==> src/rtl/cfd_pkg.sv <==
package cfd_pkg;
    // default widths shared by the channel modules
    localparam int unsigned SMP_W_DEF = 12;   // ADC sample width
    localparam int unsigned KFR_W_DEF = 4;    // fraction bits of k
    localparam int unsigned BIP_W_DEF = 18;   // signed bipolar width
    localparam int unsigned FT_W_DEF  = 4;    // fine time bits, one divider stage each
    localparam int unsigned IDX_W_DEF = 16;   // coarse index width
    localparam int unsigned DLY_W_DEF = 3;    // width of N
    localparam int unsigned OFS_W_DEF = 3;    // width of M

    function automatic int unsigned larger(input int unsigned a, input int unsigned b);
        return (a > b) ? a : b;
    endfunction
endpackage

==> src/rtl/cfd_pedestal.sv <==
module cfd_pedestal #(
    parameter int unsigned SMP_W = cfd_pkg::SMP_W_DEF
) (
    input  logic             clk_i,
    input  logic             rst_ni,
    input  logic [SMP_W-1:0] smp_i,
    input  logic             spill_i,
    input  logic [SMP_W-1:0] ped_cfg_i,
    output logic [SMP_W-1:0] net_o
);
    typedef struct packed {
        logic [SMP_W-1:0] base;
    } st_t;

    st_t st_d, st_q;

    always_comb begin
        st_d = st_q;
        if (spill_i) begin
            st_d.base = ped_cfg_i;
        end
        // subtract the active baseline, clamp negative results at zero
        net_o = (smp_i > st_q.base) ? (smp_i - st_q.base) : '0;
    end

    always_ff @(posedge clk_i or negedge rst_ni) begin
        if (!rst_ni) begin
            st_q <= '0;
        end else begin
            st_q <= st_d;
        end
    end

    // the baseline only moves after an edge that saw a spill pulse
    p_base_spill_only_r2: assert property (@(posedge clk_i) disable iff (!rst_ni)
        !$past(spill_i) |-> $stable(st_q.base));
endmodule

==> src/rtl/cfd_detect.sv <==
module cfd_detect #(
    parameter int unsigned SMP_W = cfd_pkg::SMP_W_DEF,
    parameter int unsigned KFR_W = cfd_pkg::KFR_W_DEF,
    parameter int unsigned BIP_W = cfd_pkg::BIP_W_DEF,
    parameter int unsigned IDX_W = cfd_pkg::IDX_W_DEF,
    parameter int unsigned DLY_W = cfd_pkg::DLY_W_DEF,
    parameter int unsigned OFS_W = cfd_pkg::OFS_W_DEF
) (
    input  logic             clk_i,
    input  logic             rst_ni,
    input  logic [SMP_W-1:0] a_i,
    input  logic [KFR_W-1:0] frac_i,
    input  logic [DLY_W-1:0] dly_i,
    input  logic [OFS_W-1:0] ofs_i,
    input  logic [SMP_W-1:0] thr_i,
    output logic             det_vld_o,
    output logic [BIP_W-1:0] det_num_o,
    output logic [BIP_W-1:0] det_den_o,
    output logic [IDX_W-1:0] det_idx_o,
    output logic [SMP_W-1:0] det_amp_o
);
    localparam int unsigned NMAX   = (1 << DLY_W) - 1;
    localparam int unsigned MMAX   = (1 << OFS_W) - 1;
    localparam int unsigned DMAX   = cfd_pkg::larger(NMAX + 1, MMAX);
    localparam int unsigned HD     = DMAX + 1;               // history depth
    localparam int unsigned IW     = $clog2(HD);             // history index width
    localparam int unsigned FILL_W = IW + 1;

    typedef struct packed {
        logic [HD-1:0][SMP_W-1:0] hist;   // hist[0] is the newest sample
        logic [FILL_W-1:0]        fill;
        logic [IDX_W-1:0]         cnt;
        logic [OFS_W-1:0]         hold;
        logic                     vld;
        logic [BIP_W-1:0]         num;
        logic [BIP_W-1:0]         den;
        logic [IDX_W-1:0]         idx;
        logic [SMP_W-1:0]         amp;
    } st_t;

    st_t st_d, st_q;

    logic [IW-1:0]           nn, mm, dd;
    logic [BIP_W-1:0]        p0, p1, s0, s1;
    logic signed [BIP_W-1:0] b0, b1, dn;
    logic [SMP_W-1:0]        amp_c;
    logic                    ready, take;

    always_comb begin
        st_d = st_q;
        nn   = IW'(dly_i);
        mm   = IW'(ofs_i);
        // evaluation span: the later of the delayed successor and the amplitude tap
        dd   = ((nn + IW'(1)) >= mm) ? (nn + IW'(1)) : mm;

        // B in sixteenths: k*A[i] - 16*A[i+N], and the same one sample later
        p0 = BIP_W'(frac_i) * BIP_W'(st_q.hist[dd]);
        s0 = BIP_W'(st_q.hist[dd - nn]) << KFR_W;
        p1 = BIP_W'(frac_i) * BIP_W'(st_q.hist[dd - IW'(1)]);
        s1 = BIP_W'(st_q.hist[dd - IW'(1) - nn]) << KFR_W;
        b0 = $signed(p0 - s0);
        b1 = $signed(p1 - s1);
        dn = b0 - b1;
        amp_c = st_q.hist[dd - mm];

        ready = (st_q.fill > {1'b0, dd});
        take  = ready && (b0 > 0) && (b1 <= 0) && (amp_c > thr_i) && (st_q.hold == '0);

        st_d.hist = {st_q.hist[HD-2:0], a_i};
        st_d.cnt  = st_q.cnt + IDX_W'(1);
        if (st_q.fill != FILL_W'(HD)) begin
            st_d.fill = st_q.fill + FILL_W'(1);
        end

        if (take) begin
            st_d.hold = ofs_i;
        end else if (st_q.hold != '0) begin
            st_d.hold = st_q.hold - OFS_W'(1);
        end

        st_d.vld = take;
        st_d.num = take ? BIP_W'(b0) : '0;
        st_d.den = take ? BIP_W'(dn) : '0;
        st_d.idx = take ? (st_q.cnt - IDX_W'(1) - IDX_W'(dd)) : '0;
        st_d.amp = take ? amp_c : '0;
    end

    always_ff @(posedge clk_i or negedge rst_ni) begin
        if (!rst_ni) begin
            st_q <= '0;
        end else begin
            st_q <= st_d;
        end
    end

    assign det_vld_o = st_q.vld;
    assign det_num_o = st_q.num;
    assign det_den_o = st_q.den;
    assign det_idx_o = st_q.idx;
    assign det_amp_o = st_q.amp;

    // a running hold-off window blocks the next detection
    p_holdoff_blocks_r6: assert property (@(posedge clk_i) disable iff (!rst_ni)
        (st_q.hold != '0) |=> !st_q.vld);

    // a registered crossing has a positive numerator not above its denominator
    p_crossing_order_r3: assert property (@(posedge clk_i) disable iff (!rst_ni)
        st_q.vld |-> ((st_q.num != '0) && (st_q.den >= st_q.num)));
endmodule

==> src/rtl/cfd_fine_div.sv <==
module cfd_fine_div #(
    parameter int unsigned BIP_W = cfd_pkg::BIP_W_DEF,
    parameter int unsigned FT_W  = cfd_pkg::FT_W_DEF,
    parameter int unsigned IDX_W = cfd_pkg::IDX_W_DEF,
    parameter int unsigned SMP_W = cfd_pkg::SMP_W_DEF
) (
    input  logic             clk_i,
    input  logic             rst_ni,
    input  logic             in_vld_i,
    input  logic [BIP_W-1:0] in_num_i,
    input  logic [BIP_W-1:0] in_den_i,
    input  logic [IDX_W-1:0] in_idx_i,
    input  logic [SMP_W-1:0] in_amp_i,
    output logic             out_vld_o,
    output logic [FT_W-1:0]  out_frac_o,
    output logic [IDX_W-1:0] out_idx_o,
    output logic [SMP_W-1:0] out_amp_o
);
    typedef struct packed {
        logic             vld;
        logic [BIP_W:0]   rem;
        logic [BIP_W-1:0] den;
        logic [FT_W-1:0]  quo;
        logic [IDX_W-1:0] idx;
        logic [SMP_W-1:0] amp;
    } stg_t;

    stg_t head;

    always_comb begin
        head     = '0;
        head.vld = in_vld_i;
        head.rem = {1'b0, in_num_i};
        head.den = in_den_i;
        head.idx = in_idx_i;
        head.amp = in_amp_i;
    end

    // one quotient bit per stage, so hits may follow each other every cycle
    for (genvar s = 0; s < FT_W; s++) begin : g_stg
        stg_t           src, stg_d, stg_q;
        logic [BIP_W:0] sh;

        if (s == 0) begin : g_head
            assign src = head;
        end else begin : g_link
            assign src = g_stg[s-1].stg_q;
        end

        always_comb begin
            stg_d = '0;
            sh    = {src.rem[BIP_W-1:0], 1'b0};
            if (src.vld) begin
                stg_d = src;
                if (sh >= {1'b0, src.den}) begin
                    stg_d.rem = sh - {1'b0, src.den};
                    stg_d.quo = FT_W'({src.quo, 1'b1});
                end else begin
                    stg_d.rem = sh;
                    stg_d.quo = FT_W'({src.quo, 1'b0});
                end
            end
        end

        always_ff @(posedge clk_i or negedge rst_ni) begin
            if (!rst_ni) begin
                stg_q <= '0;
            end else begin
                stg_q <= stg_d;
            end
        end

        // restoring step keeps the partial remainder within the divisor
        p_rem_bound_r4: assert property (@(posedge clk_i) disable iff (!rst_ni)
            stg_q.vld |-> (stg_q.rem <= {1'b0, stg_q.den}));
    end

    assign out_vld_o  = g_stg[FT_W-1].stg_q.vld;
    assign out_frac_o = g_stg[FT_W-1].stg_q.quo;
    assign out_idx_o  = g_stg[FT_W-1].stg_q.idx;
    assign out_amp_o  = g_stg[FT_W-1].stg_q.amp;
endmodule

==> src/rtl/cfd_channel.sv <==
module cfd_channel #(
    parameter int unsigned SMP_W = cfd_pkg::SMP_W_DEF,
    parameter int unsigned KFR_W = cfd_pkg::KFR_W_DEF,
    parameter int unsigned BIP_W = cfd_pkg::BIP_W_DEF,
    parameter int unsigned FT_W  = cfd_pkg::FT_W_DEF,
    parameter int unsigned IDX_W = cfd_pkg::IDX_W_DEF,
    parameter int unsigned DLY_W = cfd_pkg::DLY_W_DEF,
    parameter int unsigned OFS_W = cfd_pkg::OFS_W_DEF
) (
    input  logic             clk_i,
    input  logic             rst_ni,
    input  logic [SMP_W-1:0] smp_i,
    input  logic             spill_i,
    input  logic [SMP_W-1:0] ped_cfg_i,
    input  logic [KFR_W-1:0] frac_cfg_i,
    input  logic [DLY_W-1:0] dly_cfg_i,
    input  logic [OFS_W-1:0] ofs_cfg_i,
    input  logic [SMP_W-1:0] thr_cfg_i,
    output logic             hit_o,
    output logic [IDX_W-1:0] coarse_o,
    output logic [FT_W-1:0]  fine_o,
    output logic [SMP_W-1:0] amp_o
);
    logic [SMP_W-1:0] net;
    logic             det_vld;
    logic [BIP_W-1:0] det_num, det_den;
    logic [IDX_W-1:0] det_idx;
    logic [SMP_W-1:0] det_amp;

    cfd_pedestal #(.SMP_W(SMP_W)) i_base (
        .clk_i     (clk_i),
        .rst_ni    (rst_ni),
        .smp_i     (smp_i),
        .spill_i   (spill_i),
        .ped_cfg_i (ped_cfg_i),
        .net_o     (net)
    );

    cfd_detect #(
        .SMP_W(SMP_W), .KFR_W(KFR_W), .BIP_W(BIP_W),
        .IDX_W(IDX_W), .DLY_W(DLY_W), .OFS_W(OFS_W)
    ) i_det (
        .clk_i     (clk_i),
        .rst_ni    (rst_ni),
        .a_i       (net),
        .frac_i    (frac_cfg_i),
        .dly_i     (dly_cfg_i),
        .ofs_i     (ofs_cfg_i),
        .thr_i     (thr_cfg_i),
        .det_vld_o (det_vld),
        .det_num_o (det_num),
        .det_den_o (det_den),
        .det_idx_o (det_idx),
        .det_amp_o (det_amp)
    );

    cfd_fine_div #(
        .BIP_W(BIP_W), .FT_W(FT_W), .IDX_W(IDX_W), .SMP_W(SMP_W)
    ) i_div (
        .clk_i      (clk_i),
        .rst_ni     (rst_ni),
        .in_vld_i   (det_vld),
        .in_num_i   (det_num),
        .in_den_i   (det_den),
        .in_idx_i   (det_idx),
        .in_amp_i   (det_amp),
        .out_vld_o  (hit_o),
        .out_frac_o (fine_o),
        .out_idx_o  (coarse_o),
        .out_amp_o  (amp_o)
    );

    // a crossing needs B to fall, so it cannot rise again on the next sample
    p_hit_spacing_r3: assert property (@(posedge clk_i) disable iff (!rst_ni)
        hit_o |=> !hit_o);

    // amplitude must lie strictly above a non-negative threshold
    p_amp_above_r5: assert property (@(posedge clk_i) disable iff (!rst_ni)
        hit_o |-> (amp_o != '0));
endmodule

==> config.mk <==
export PLATFORM = sky130hd
export DESIGN_NAME = cfd_channel
export DESIGN_NICKNAME = d
export VERILOG_FILES = /design/src/rtl/cfd_pkg.sv /design/src/rtl/cfd_pedestal.sv /design/src/rtl/cfd_detect.sv /design/src/rtl/cfd_fine_div.sv /design/src/rtl/cfd_channel.sv
export SDC_FILE = /design/constraint.sdc
export NUM_CORES = 1
export LEC_CHECK = 0
export BUFFER_PORTS_ARGS = -buffer_cell sky130_fd_sc_hd__buf_2
export CORE_MARGIN = 1
export CORE_UTILIZATION = 65
export CTS_BUF_LIST = sky130_fd_sc_hd__clkbuf_2
export CTS_CLUSTER_SIZE = 30
export DETAILED_ROUTE_END_ITERATION = 8
export GPL_TIMING_DRIVEN = 0
export PLACE_DENSITY = 0.9
export SETUP_SLACK_MARGIN = 0.4
export SYNTH_ARGS = -nofsm -noshare
export SYNTH_HDL_FRONTEND = slang
export SYNTH_HIERARCHICAL = 1
export SYNTH_SLANG_ARGS = --single-unit
==> constraint.sdc <==
create_clock -name clk_i -period 7.8 [get_ports clk_i]
set_input_delay 1.56 -clock clk_i [delete_from_list [all_inputs] [get_ports clk_i]]
set_output_delay 1.56 -clock clk_i [all_outputs]
set_load 0.005 [all_outputs]
==> impl_results.md <==
* Width of the die at about 210 um
* Core ar. at between 40000 and 50000 sq um
* Layout cell share with drive strength beyond 1 at 24.1%
* Wirelength per Cell at roughly 22 um
* Endpoints failing setup at 66
* Register Area at 11100 sq um
* Fin nets at 3536
* First-pass GRT wire length at 128 mm
* Register bit total from synthesis at approximately 440
* Setup crit end kind: register
* Initial Util at 66.4%
* Sequential area share after synthesis at approximately 38%
* Critical Path Start: dly_cfg_i[0]
* Total grt overflow at 0
* H-Tree Depth at 3
* Worst path slowest cell: fa_1
* Design Area, Final at between 30000 and 40000 sq um
* Floorplan row count at 76
* Worst hold-check path type: input port to async pin
* 1st-iter DRT viols at 2725
* Total track usage at 37.0%
* Cells after synthesis at just under 3000
* Tcrit/Tclk final at 118%
* First-pass DRT Iterations at 7
* Asr flop ratio synth at 100%
* CP Data Required Time at approximately 8.8 ns
* CTS clk-pin slew, worst paths at 0.10 ns
* Routed Antenna Nets at 0
* DR vias/cell at 6.42
* I/O pins at 82
* YS warnings at 6
* Cts-stage hold buffer count at 0
* Fin. Hold Viols at 0
* Initial antenna violation count at 4
* Status: complete, but fails checks
* Crit path largest cell delay at 0.55 ns
* Fin worst setup slack at -1.44 ns
* DP Worst Slack at -3.81 ns
* Multi-input combinational cell area at roughly 17000 sq um
* Post-DP Area at 30500 sq um
* Root Buffer: clkbuf_2
* CTS tree: yes
* Sink Count at 442
* DRC at 0
* Vias in the first global route at roughly 25000
* Avg Inst Size Synth at 9.80 sq um
* Critical setup path kind: input port to register
* Area growth, synth to finish at 16.9%
* Post-Syn Nets at 3240
* Unrepaired setup endpoints after global routing: true
* Die ar. at 45100 sq um
* Num CTS Buffers at 105
* Clk Latency, worst-skew pair at 1.19 ns
* FF-to-FF Start: i_det/st_d[185]$_DFF_PN0_
* Largest fanout on the critical path at 7
* Slew HR at 19.1%
* Post-Syn Area at 28800 sq um
* Main flop type after synthesis: dfrtp_1
* CP Launch Type: input port
* Largest net degree at the start of global routing at 101
* Clk buf depth at 3
* Port buffer count at 79
* Total Wirelength at around 86 mm
* Placer Congestion at 1.05
* Total of max-cap violations at 0
* Placed cell count at 3606
* Worst-margin pin slew at 1.21 ns
* Yosys cell types at between 100 and 150
* Die H at 212 um
* Dpl hpwl at slightly below 60 mm
* Filler cell count in the final layout at 2638
* Number of flops mapped to enable cells by yosys at 0
* Failing checks: negative setup slack
* FMAX at 108 MHz
* CP arrival at 10.28 ns
* CP most frequent cell: fa_1
* Min Tclk post-route at 9.24 ns
* Fin. max-slew vios at 0
* Fin cells at 3889
* Via count at about 25000
* Clock Skew at 0.152 ns
==> Yosys cell counts (all sizes together), types with 6 or more instances <==
master,count,area [sq um]
nor3,53,280
mux2,6,75.1
nor3b,6,50.1
a21oi,160,816
mux4,72,1620
xor2,46,410
dfrtp,442,11100
a211oi,38,335
fa,71,1420
xnor2,65,577
buf,99,706
o21ai,106,531
and2,130,813
a311oi,13,120
o22ai,19,133
nand4,22,138
and4,6,52.6
a31oi,58,363
o31ai,8,73.8
nand2,262,983
clkbuf,99,374
o21a,19,143
nand3,78,395
mux2i,70,701
a2111oi,7,111
and3,24,151
a21boi,8,60.1
o221ai,23,201
inv,251,947
nor4,7,43.8
nor2b,21,139
nand3b,7,52.6
o211a,6,60.1
o21bai,10,75.1
nand2b,24,150
or2,20,125
o211ai,15,131
a21o,41,309
nor2,248,933
or3,13,83.8
ha,182,2280
or4,10,75.1
==> worst max-delay path, delay by kind of cell <==
family	cells	cell delay, ns
adder cells (fa/ha/maj)	8	3.05
AO/OA/AOI/OAI	10	2.56
buffers and inverters	12	1.37
multiplexers	3	0.91
AND/OR/NAND/NOR	3	0.47
XOR/XNOR	2	0.34
==> cells in the final DEF, fill, tap and decap left out, types with 21 or more instances in the layout <==
cell,instances
a21oi_2,21
a211oi_1,25
dfrtp_1,442
buf_4,151
and3_1,23
clkbuf_1,74
buf_2,91
a21o_1,40
nor2_1,195
nor3_1,48
inv_1,232
nand2_1,260
xor2_1,40
nand4_1,22
o21ai_0,87
nor2_2,23
a21oi_1,134
a31oi_1,46
clkbuf_2,155
mux2i_1,61
o221ai_1,22
fa_1,70
xnor2_1,56
nand2b_1,23
nand3_1,77
and2_1,129
nor2_4,30
ha_1,161
mux4_2,72
==> logic make-up after synthesis <==
group,Yosys count,synth area share [%]
xor gates and xnor gates,111,3.43
other,1,0.0130
buffers and inverters,452,7.08
muxes,148,8.33
DFF,442,38.4
and+or+nand+nor,943,16.0
AOI/OAI and AO/OA,587,13.9
adders and majority gates,254,12.9
==> worst paths after layout <==
path	end	slack [ns]	cells after the start
setup / recovery	i_det/det_den_o[16]$_DFF_PN0_	-1.44	38
hold / removal	i_div/out_idx_o[12]$_DFF_PN0_	0.35	1
setup reg to reg	i_det/det_den_o[16]$_DFF_PN0_	0.66	25
hold reg to reg	i_div/g_stg[2].stg_q[2]$_DFF_PN0_	0.43	1
max in group asynchronous	i_det/st_q[66]$_DFFE_PN0P_	5.69	4
min in group clk_i	i_div/g_stg[2].stg_q[2]$_DFF_PN0_	0.43	1
==> stage by stage <==
step                      utilization (%)  hold WS (ns)  setup TNS, ns
after CTS                            75.4         0.246         -53.59
after floorplan                         -         0.412         -87.41
after global placement               70.2         0.433       -1370.48
after detailed placement             70.4         0.440        -244.51
final                                77.6         0.350         -83.15
after global routing                 77.6         0.301         -85.63
==> routing by layer <==
| layer | vias up | GRT usage (%) | wire [um] |
|---|---|---|---|
| met3 | 515 | 11.3 | 9650 |
| met2 | 1683 | 62.1 | 40800 |
| met4 | 2 | 21.8 | 6550 |
| li1 | 10800 | - | - |
| met1 | 11900 | 41.7 | 28700 |
| met5 | - | 0 | 15 |
==> cell type report <==
type	count	area share, %
Multi-Input combinational cell	2044	50.5
Clock inverter	31	0.644
Clock buffer	143	2.13
Tap cell	585	2.18
Buffer	198	4.29
Inverter	254	2.87
Sequential cell	442	32.9
Antenna cell	3	0.0223
Timing Repair Buffer	189	4.53
==> state kept, by name (all words and copies together), names as in the netlist <==
signal / cells
i_base/st_q: 12
i_div/out_amp_o: 12
i_det/det_den_o: 18
i_div/g_stg.stg_q: 201
i_det/st_q: 36
i_det/st_d: 96
i_det/det_amp_o: 12
i_det/det_idx_o: 16
i_div/out_frac_o: 4
i_det/det_num_o: 17
i_det/det_vld_o: 1
i_div/out_vld_o: 1
i_div/out_idx_o: 16
==> what timing repair did <==
item                       in CTS  in global routing
setup buffers                  66                 33
pin swaps                      50                 65
resized for setup             130                144
setup endpoints to repair      66                 66
cloned                          2                  4
Power is left out: the tool's default activity adds up to more than one toggle a clock period on the data nets, which glitch-free logic cannot reach.
